**config.mk**
```make
export PLATFORM = sky130hd
export DESIGN_NAME = eep_slave_engine
export DESIGN_NICKNAME = d
export VERILOG_FILES = /design/src/rtl/eep_pkg.sv /design/src/rtl/eep_line_sampler.sv /design/src/rtl/eep_addr_ctr.sv /design/src/rtl/eep_slave_engine.sv
export SDC_FILE = /design/constraint.sdc
export NUM_CORES = 1
export LEC_CHECK = 0
export CORE_MARGIN = 2
export CORE_UTILIZATION = 30
export CTS_BUF_LIST = sky130_fd_sc_hd__clkbuf_4 sky130_fd_sc_hd__clkbuf_8
export CTS_CLUSTER_SIZE = 8
export DETAILED_ROUTE_END_ITERATION = 7
export SETUP_SLACK_MARGIN = 0.1
export SYNTH_ARGS = -nofsm -noshare
export SYNTH_HDL_FRONTEND = slang
export SYNTH_SLANG_ARGS = --single-unit
```
**constraint.sdc**
```tcl
create_clock -name clk -period 5.8 [get_ports clk]
set_input_delay 0.87 -clock clk [delete_from_list [all_inputs] [get_ports clk]]
set_output_delay 0.87 -clock clk [all_outputs]
set_load 0.01 [all_outputs]
```
**src/rtl/eep_pkg.sv**
```systemverilog
// Shared types and constants of the serial EEPROM slave engine.
package eep_pkg;
    // Fixed device-type code in select byte bits 7:4.
    localparam logic [3:0] DEV_CODE = 4'b1010;

    // Byte-level phase of the bus engine.
    typedef enum logic [2:0] {
        ST_IDLE,
        ST_DEV,
        ST_AHI,
        ST_ALO,
        ST_WDAT,
        ST_RDAT
    } eep_state_t;
endpackage

```
**src/rtl/eep_line_sampler.sv**
```systemverilog
// Line sampler: two-flop synchroniser on SCL and SDA plus one history flop
// on each. Produces single-cycle SCL edge strobes and START/STOP strobes.
// Assumes SCL and SDA hold each level for several clk cycles.
module eep_line_sampler (
    input  logic clk,
    input  logic rst_n,
    input  logic scl_in,
    input  logic sda_in,
    output logic sda_s,
    output logic scl_rise,
    output logic scl_fall,
    output logic start_det,
    output logic stop_det
);
    logic scl_m, scl_s, scl_p;
    logic sda_m, sda_p;

    // Synchronise both lines. The idle level of the bus is high.
    always_ff @(posedge clk) begin
        if (!rst_n) begin
            scl_m <= 1'b1; scl_s <= 1'b1; scl_p <= 1'b1;
            sda_m <= 1'b1; sda_s <= 1'b1; sda_p <= 1'b1;
        end else begin
            scl_m <= scl_in; scl_s <= scl_m; scl_p <= scl_s;
            sda_m <= sda_in; sda_s <= sda_m; sda_p <= sda_s;
        end
    end

    // Edge and bus-condition decode.
    assign scl_rise  = scl_s & ~scl_p;
    assign scl_fall  = ~scl_s & scl_p;
    assign start_det = scl_s & scl_p & sda_p & ~sda_s;
    assign stop_det  = scl_s & scl_p & ~sda_p & sda_s;
endmodule

```
**src/rtl/eep_addr_ctr.sv**
```systemverilog
// Address counter. Loads a full address, or increments either inside the
// current row (low PAGE_W bits only) or across the whole array.
module eep_addr_ctr #(
    parameter int ADDR_W = 13,
    parameter int PAGE_W = 5
) (
    input  logic              clk,
    input  logic              rst_n,
    input  logic              load,
    input  logic [ADDR_W-1:0] load_val,
    input  logic              inc_row,
    input  logic              inc_all,
    output logic [ADDR_W-1:0] addr
);
    // Counter update; load has priority over increment.
    always_ff @(posedge clk) begin
        if (!rst_n)
            addr <= '0;
        else if (load)
            addr <= load_val;
        else if (inc_row)
            addr <= {addr[ADDR_W-1:PAGE_W], addr[PAGE_W-1:0] + 1'b1};
        else if (inc_all)
            addr <= addr + 1'b1;
    end

    // a row increment never leaves the row.
    p_row_wrap_r4: assert property (@(posedge clk) disable iff (!rst_n)
        (inc_row && !load) |=> addr[ADDR_W-1:PAGE_W] == $past(addr[ADDR_W-1:PAGE_W]));

    // an array increment from the top address wraps to zero.
    p_array_wrap_r6: assert property (@(posedge clk) disable iff (!rst_n)
        (inc_all && !load && !inc_row && addr == '1) |=> addr == '0);
endmodule

```
**src/rtl/eep_slave_engine.sv**
```systemverilog
// Serial EEPROM bus slave engine. Decodes the select byte and the two
// address bytes, stages write bytes, streams read bytes and answers with
// an acknowledge. Drives SDA only through sda_oe (1 = pull low).
// Assumes: mem_rdata is valid the cycle after mem_rd; wc_busy is held
// high by the commit controller for the whole programming time.
module eep_slave_engine
    import eep_pkg::*;
#(
    parameter int ADDR_W = 13,
    parameter int PAGE_W = 5,
    parameter int CE_W   = 3
) (
    input  logic              clk,
    input  logic              rst_n,
    input  logic              scl_in,
    input  logic              sda_in,
    output logic              sda_oe,
    input  logic [CE_W-1:0]   chip_en,
    input  logic              wp,
    output logic [ADDR_W-1:0] mem_addr,
    output logic              mem_rd,
    input  logic [7:0]        mem_rdata,
    output logic              wr_stage,
    output logic [7:0]        wr_data,
    output logic              commit_req,
    input  logic              wc_busy
);
    localparam int HI_W = ADDR_W - 8;

    logic sda_s, scl_rise, scl_fall, start_det, stop_det;
    eep_state_t state;
    logic [3:0]      cnt;
    logic [7:0]      rx, tx;
    logic [HI_W-1:0] hi;
    logic acked, is_read, staged, rd_wait;
    logic ld_q, incr_q, inca_q;

    eep_line_sampler u_smp (
        .clk(clk), .rst_n(rst_n), .scl_in(scl_in), .sda_in(sda_in),
        .sda_s(sda_s), .scl_rise(scl_rise), .scl_fall(scl_fall),
        .start_det(start_det), .stop_det(stop_det)
    );

    eep_addr_ctr #(.ADDR_W(ADDR_W), .PAGE_W(PAGE_W)) u_ctr (
        .clk(clk), .rst_n(rst_n), .load(ld_q), .load_val({hi, rx}),
        .inc_row(incr_q), .inc_all(inca_q), .addr(mem_addr)
    );

    // Byte and bit sequencing, acknowledge and data drive.
    always_ff @(posedge clk) begin
        if (!rst_n) begin
            state <= ST_IDLE; cnt <= '0; rx <= '0; tx <= '0; hi <= '0;
            sda_oe <= 1'b0; acked <= 1'b0; is_read <= 1'b0; staged <= 1'b0;
            rd_wait <= 1'b0; mem_rd <= 1'b0; wr_stage <= 1'b0; wr_data <= '0;
            commit_req <= 1'b0; ld_q <= 1'b0; incr_q <= 1'b0; inca_q <= 1'b0;
        end else begin
            mem_rd <= 1'b0; wr_stage <= 1'b0; commit_req <= 1'b0;
            ld_q <= 1'b0; incr_q <= 1'b0; inca_q <= 1'b0;
            rd_wait <= mem_rd;
            if (rd_wait) tx <= mem_rdata;
            if (wc_busy) begin
                state <= ST_IDLE; sda_oe <= 1'b0; staged <= 1'b0;
            end else if (start_det) begin
                state <= ST_DEV; cnt <= '0; sda_oe <= 1'b0; staged <= 1'b0;
            end else if (stop_det) begin
                if (state == ST_WDAT && staged && cnt <= 4'd1) commit_req <= 1'b1;
                state <= ST_IDLE; sda_oe <= 1'b0; staged <= 1'b0;
            end else begin
                case (state)
                    ST_IDLE: ;
                    ST_RDAT: begin
                        if (scl_rise && cnt < 4'd8) cnt <= cnt + 4'd1;
                        else if (scl_rise && cnt == 4'd8) begin
                            if (!sda_s) begin cnt <= 4'd9; mem_rd <= 1'b1; end
                            else state <= ST_IDLE;
                        end
                        if (scl_fall) begin
                            if (cnt >= 4'd1 && cnt <= 4'd7) begin
                                sda_oe <= ~tx[6]; tx <= {tx[6:0], 1'b0};
                            end else if (cnt == 4'd8) begin
                                sda_oe <= 1'b0; inca_q <= 1'b1;
                            end else if (cnt == 4'd9) begin
                                sda_oe <= ~tx[7]; cnt <= '0;
                            end
                        end
                    end
                    default: begin
                        if (scl_rise && cnt < 4'd8) begin
                            rx <= {rx[6:0], sda_s}; cnt <= cnt + 4'd1;
                        end
                        if (scl_fall && cnt == 4'd8) begin
                            cnt <= 4'd9;
                            case (state)
                                ST_DEV: begin
                                    if (rx[7:1] == {DEV_CODE, chip_en}) begin
                                        sda_oe <= 1'b1; is_read <= rx[0];
                                        if (rx[0]) mem_rd <= 1'b1;
                                    end else state <= ST_IDLE;
                                end
                                ST_AHI: begin hi <= rx[HI_W-1:0]; sda_oe <= 1'b1; end
                                ST_ALO: begin ld_q <= 1'b1; sda_oe <= 1'b1; end
                                default: begin
                                    acked <= !wp;
                                    if (!wp) begin
                                        sda_oe <= 1'b1; wr_stage <= 1'b1;
                                        wr_data <= rx; staged <= 1'b1;
                                    end
                                end
                            endcase
                        end
                        if (scl_fall && cnt == 4'd9) begin
                            sda_oe <= 1'b0; cnt <= '0;
                            case (state)
                                ST_DEV: begin
                                    if (is_read) begin state <= ST_RDAT; sda_oe <= ~tx[7]; end
                                    else state <= ST_AHI;
                                end
                                ST_AHI: state <= ST_ALO;
                                ST_ALO: state <= ST_WDAT;
                                default: if (acked) incr_q <= 1'b1;
                            endcase
                        end
                    end
                endcase
            end
        end
    end

    // busy forces the line released on the next cycle.
    p_busy_quiet_r9: assert property (@(posedge clk) disable iff (!rst_n)
        wc_busy |=> !sda_oe);

    // a commit request always follows a detected STOP.
    p_commit_on_stop_r8: assert property (@(posedge clk) disable iff (!rst_n)
        commit_req |-> $past(stop_det));

    // no byte is staged while write protect is high.
    p_stage_unprotected_r5: assert property (@(posedge clk) disable iff (!rst_n)
        wr_stage |-> $past(!wp));

    // the drive changes only after SCL falls or on a bus event or busy.
    p_oe_timing_r11: assert property (@(posedge clk) disable iff (!rst_n)
        !$stable(sda_oe) |-> $past(scl_fall || start_det || stop_det || wc_busy));
endmodule

```
Word-level counts from Yosys, hierarchy flattened
Cells that the tools add are included.
{"block": "word_totals", "romBits": 0, "latchBits": 0, "elab_cells": 174, "out_inout_bits": 25, "regBits": 66, "in_bits": 17, "n_memories": 0, "ramBits": 0}
{"block": "op_classes", "eq_ne": 22, "mux": 60, "n_shift": 0, "addsub": 3, "order_cmp": 4, "n_bitwise": 25, "div_mod_pow": 0, "multipliers": 0, "n_reduce_logical": 34}
{"operator": "$mux W8", "n": 7}
{"operator": "$mux W4", "n": 12}
{"operator": "$mux W13", "n": 3}
{"operator": "$mux W1", "n": 24}
{"operator": "$mux W3", "n": 8}
{"operator": "$reduce_or A10 Y1", "n": 2}
{"operator": "$not A1 Y1", "n": 18}
{"operator": "$reduce_and A6 Y1", "n": 3}
{"operator": "$reduce_and A4 Y1", "n": 4}
{"operator": "$reduce_and A7 Y1", "n": 2}
{"operator": "$reduce_or A7 Y1", "n": 2}
{"operator": "$add A13 B1 Y13 const B", "n": 1}
{"operator": "$ne A2 B2 Y1 const B", "n": 6}
{"operator": "$ne A4 B4 Y1 const B", "n": 3}
{"operator": "$pmux W3 S3", "n": 1}
{"operator": "$eq A4 B4 Y1 const B", "n": 2}
{"operator": "$ne A4 B3 Y1 const B", "n": 2}
{"operator": "$pmux W4 S2", "n": 1}
{"operator": "$reduce_or A4 Y1", "n": 2}
{"operator": "$and A1 B1 Y1", "n": 7}
{"operator": "$eq A7 B7 Y1", "n": 1}
{"operator": "$logic_and A1 B1 Y1", "n": 7}
{"operator": "$eq A3 B2 Y1 const B", "n": 2}
{"operator": "$eq A3 B3 Y1 const B", "n": 2}
{"operator": "other kinds (21)", "n": 26}

Depth between registers and ports, before layout
{"block": "logic_depth", "word_depth": 12, "depth_mapped": 9, "ltp_nobuf": 7}

Cells and area by module
Synthesis repeated with hierarchy kept, for this count alone.
{"block": "unflattened", "hier_cells": 366, "hier_area_um2": 3324.4}
{"mod": "eep_slave_engine", "cells_each": 259, "seq_area_each_um2": 940.9, "area_per_inst_um2": 2393.5, "instances": 1}
{"mod": "eep_addr_ctr", "cells_each": 91, "seq_area_each_um2": 260.2, "area_per_inst_um2": 740.7, "instances": 1}
{"mod": "eep_line_sampler", "cells_each": 16, "seq_area_each_um2": 120.1, "area_per_inst_um2": 190.2, "instances": 1}

Least setup slack after synthesis
OpenSTA, ideal clock, no wires.
{"block": "synth_timing", "path_kind": "input -> register", "startpoint": "input wc_busy", "endpoint": "register hi[0]", "setup_slack_ps": 3743, "t_arrival_ps": 1941, "stages": 6, "required_time_ps": 5684, "setup_time_ps": 116, "path_buffers": 1, "path_cell_list": "inv_1 o2111ai_4 or4b_4 buf_6 mux2i_1 nor2b_1"}
{"block": "synth_via", "elab_chain_len": 2}
{"item": "start, declared", "line_no": "eep_slave_engine.sv:26", "rtl": "input logic wc_busy"}
{"item": "$not A1 Y1 (no source line)"}
{"item": "$reduce_and A6 Y1 (no source line)"}
{"item": "end signal, assigned", "line_no": "eep_slave_engine.sv:52", "rtl": "state <= ST_IDLE; cnt <= '0; rx <= '0; tx <= '0; hi <= '0;"}
{"item": "end signal, assigned", "line_no": "eep_slave_engine.sv:100", "rtl": "ST_AHI: begin hi <= rx[HI_W-1:0]; sda_oe <= 1'b1; end"}
{"item": "end, declared", "line_no": "eep_slave_engine.sv:34", "rtl": "logic [HI_W-1:0] hi;"}
Every way passes these cells.
A chain may end at the register's enable or synchronous reset.

Worst setup path after layout
{"block": "layout_timing", "startpoint": "input rst_n", "endpoint": "register state[0]"}
{"block": "layout_via", "elab_chain_len": 2}
{"item": "start, declared", "line_no": "eep_slave_engine.sv:14", "rtl": "input logic rst_n,"}
{"item": "$not A1 Y1 (no source line)"}
{"item": "$reduce_or A2 Y1 (no source line)"}
{"item": "end signal, assigned", "line_no": "eep_slave_engine.sv:52"}
{"item": "end signal, assigned", "line_no": "eep_slave_engine.sv:62", "rtl": "state <= ST_IDLE; sda_oe <= 1'b0; staged <= 1'b0;"}
{"item": "end signal, assigned", "line_no": "eep_slave_engine.sv:64", "rtl": "state <= ST_DEV; cnt <= '0; sda_oe <= 1'b0; staged <= 1'b0;"}
{"item": "end, declared", "line_no": "eep_slave_engine.sv:31", "rtl": "eep_state_t state;"}
Every way passes these cells.

==> results.json <==
{
  "endpoint_kind": "register",
  "seq_area_frac_synth": 0.398,
  "vias": 2684,
  "report.final.slew_viol_count": 0,
  "arrival_ns": 2.57,
  "tns_ns": 0,
  "synth_warnings": 0,
  "grt_first_pass_wirelength_mm": 12.7,
  "portBuffers": 41,
  "post_drt_wl_per_cell_um": 14.3,
  "htreeDepth": 3,
  "finalCritPeriodShare": 0.398,
  "drt_pre_antenna_iters": 4,
  "required_ns": 6.06,
  "fin_crit_ns": 2.31,
  "finClkSkew_ns": 0.00929,
  "cts_resized": 0,
  "grt_use_met2": 0.210,
  "drv_cap": 0,
  "fmax_ghz": 0.433,
  "syn_area_mm2": 0.00332,
  "path_class": "input port to register",
  "rows": 38,
  "overflow": 0,
  "drtIter0Drc": 263,
  "clock_sinks": 66,
  "max-slew-margin-rel": 0.589,
  "ioPinCount": 42,
  "drive_above_1_share": 0.0594,
  "path_clk_slew_ns": 0.07,
  "postCtsHoldBufs": 0,
  "core-area_mm2": 0.0108,
  "p_leak_nw": 1.48,
  "dp_cells": 528,
  "die_w_um": 109,
  "drc": 0,
  "clockBufferDepth": 2,
  "synthArstFlopShare": 0,
  "finalPower_mw": 0.883,
  "layoutNonFillerInstCount": 544,
  "hp-class": "register to register",
  "yosysUniqueCellTypes": 53,
  "dieArea_mm2": 0.0119,
  "syn_nets": 390,
  "fin_nets": 420,
  "tightest_slew_ns": 0.615,
  "synth_seq_cells": 66,
  "initial_utilization": 0.306,
  "ir_drop_mv": 0.114,
  "area_growth_pct": 20.7,
  "cp_max_fo": 55,
  "viasPerCell": 4.93,
  "numCtsBuffers": 9,
  "post-route-util": 0.370,
  "hpwl_mm": 5.28,
  "p_per_area_mw_per_mm2": 220,
  "grtUsageMet3": 0.0251,
  "clk_latency_ns": 0.34,
  "cts_tree": "built",
  "die_h_um": 109,
  "antenna_found_initial": 0,
  "busiest_layer": "met2",
  "grt_pass1_vias": 2602,
  "avgSynthCellArea_um2": 9.00,
  "setup_viol": 0,
  "drt_wl_total_mm": 7.77,
  "place_congestion": 0.917,
  "setup.worst_path.start_class": "input port",
  "final_antenna_net_count": 0,
  "synth_edf_count": 0,
  "rsz0062_at_grt": "no",
  "antennaDiodeCount": 0,
  "post_cts_buffers": 0,
  "outcome": "completed",
  "grt.total_usage": 0.137,
  "grt_max_degree": 56,
  "use_met1": 0.186,
  "root_buffer": "clkbuf_8",
  "synth_ff_type": "dfxtp_1",
  "finalHoldViolations": 0,
  "syn_inst": 369
}
-- per-layer routing --
layer	wire length, um	vias to the layer above	share of wire
li1	-	1366	-
met2	3440	85	0.44
met1	3770	1220	0.48
met5	0	-	0
met3	397	13	0.051
met4	162	0	0.021
-- logic make-up after synthesis --
kind of cell	share of synthesized area
compound gates	0.152
xor+xnor	0.0448
fa+ha+maj	0.0151
buf+inv	0.0429
flops	0.398
mux	0.0968
simple gates	0.251
-- cell usage after synthesis, drive strengths merged, types with 3 or more instances --
library cell  count  area share
a21oi            16       0.024
a31oi             3      0.0057
and2             10       0.019
buf               8       0.016
clkbuf           15       0.017
dfxtp            66        0.40
ha                4       0.015
inv               9       0.010
mux2i            31       0.093
nand2            33       0.037
nand2b           13       0.024
nand3             5      0.0075
nand4             4      0.0075
nor2             16       0.018
nor2b            28       0.053
nor3             12       0.021
nor3b             4      0.0090
o2111ai           4       0.016
o211a            11       0.033
o21ai            23       0.035
or3               4      0.0075
xnor2             8       0.021
xor2              9       0.024
-- power breakdown --
part           total, mW  internal [mW]  switching [mW]
combinational     0.0331         0.0173          0.0158
clock              0.393          0.210           0.183
sequential         0.457          0.455         0.00267
total              0.883          0.682           0.201
-- cell usage in the layout, fill, tap and decap left out, types with 3 or more instances in the layout --
cell type,instances
a21oi_1,16
a31oi_1,3
and2_1,10
clkbuf_8,10
clkdlybuf4s50_1,41
clkinvlp_4,3
dfxtp_1,66
ha_1,4
inv_1,9
mux2i_1,31
nand2_1,33
nand2b_1,13
nand3_1,5
nand4_1,4
nor2_1,16
nor2b_1,28
nor3_1,11
nor3b_1,4
o2111ai_1,3
o211a_1,11
o21ai_0,22
or3_1,4
xnor2_1,8
xor2_1,9
-- worst max-delay path, cell delays in order --
cell             delay [ns]
clkdlybuf4s50_1        0.45
buf_4                  0.41
nand2_1                0.17
a311oi_1               0.32
o221ai_1               0.19
o22ai_1                0.16
-- state kept, by name (all words and copies together), names as in the netlist, 3 cells and up --
name / flops
hi: 5
wr_data: 8
state: 3
u_ctr.addr: 13
tx: 8
rx: 8
cnt: 4
-- stage by stage --
| step | instance area, um^2 | hold WS, ns | worst slack, ns |
|---|---|---|---|
| floorplan | 3320 | 0.386 | 3.74 |
| CTS | 4010 | 0.413 | 3.50 |
| global placement | 3810 | 0.390 | 3.14 |
| finish | 4010 | 0.412 | 3.49 |
| detailed placement | 3810 | 0.396 | 3.14 |
| global route | 4010 | 0.441 | 3.29 |
-- area by class of cell --
type	count	area, um^2
Timing Repair Buffer	42	418
Inverter	9	33.8
Clock inverter	6	66.3
Fill cell	1138	6830
Multi-Input combinational cell	271	1860
Clock buffer	10	138
Tap cell	140	175
Sequential cell	66	1320
-- path summary, 6_finish.rpt --
check | to | slack (ns) | startpoint | cells past startpoint
worst max-delay path | state[0] | 3.49 | rst_n | 6
worst min-delay path | u_smp.sda_s | 0.41 | u_smp.sda_m | 1
worst max register to register | tx[7] | 3.53 | state[2] | 5
worst min register to register | u_smp.sda_s | 0.41 | u_smp.sda_m | 1
No activity file was read; power rests on OpenSTA's default activity.
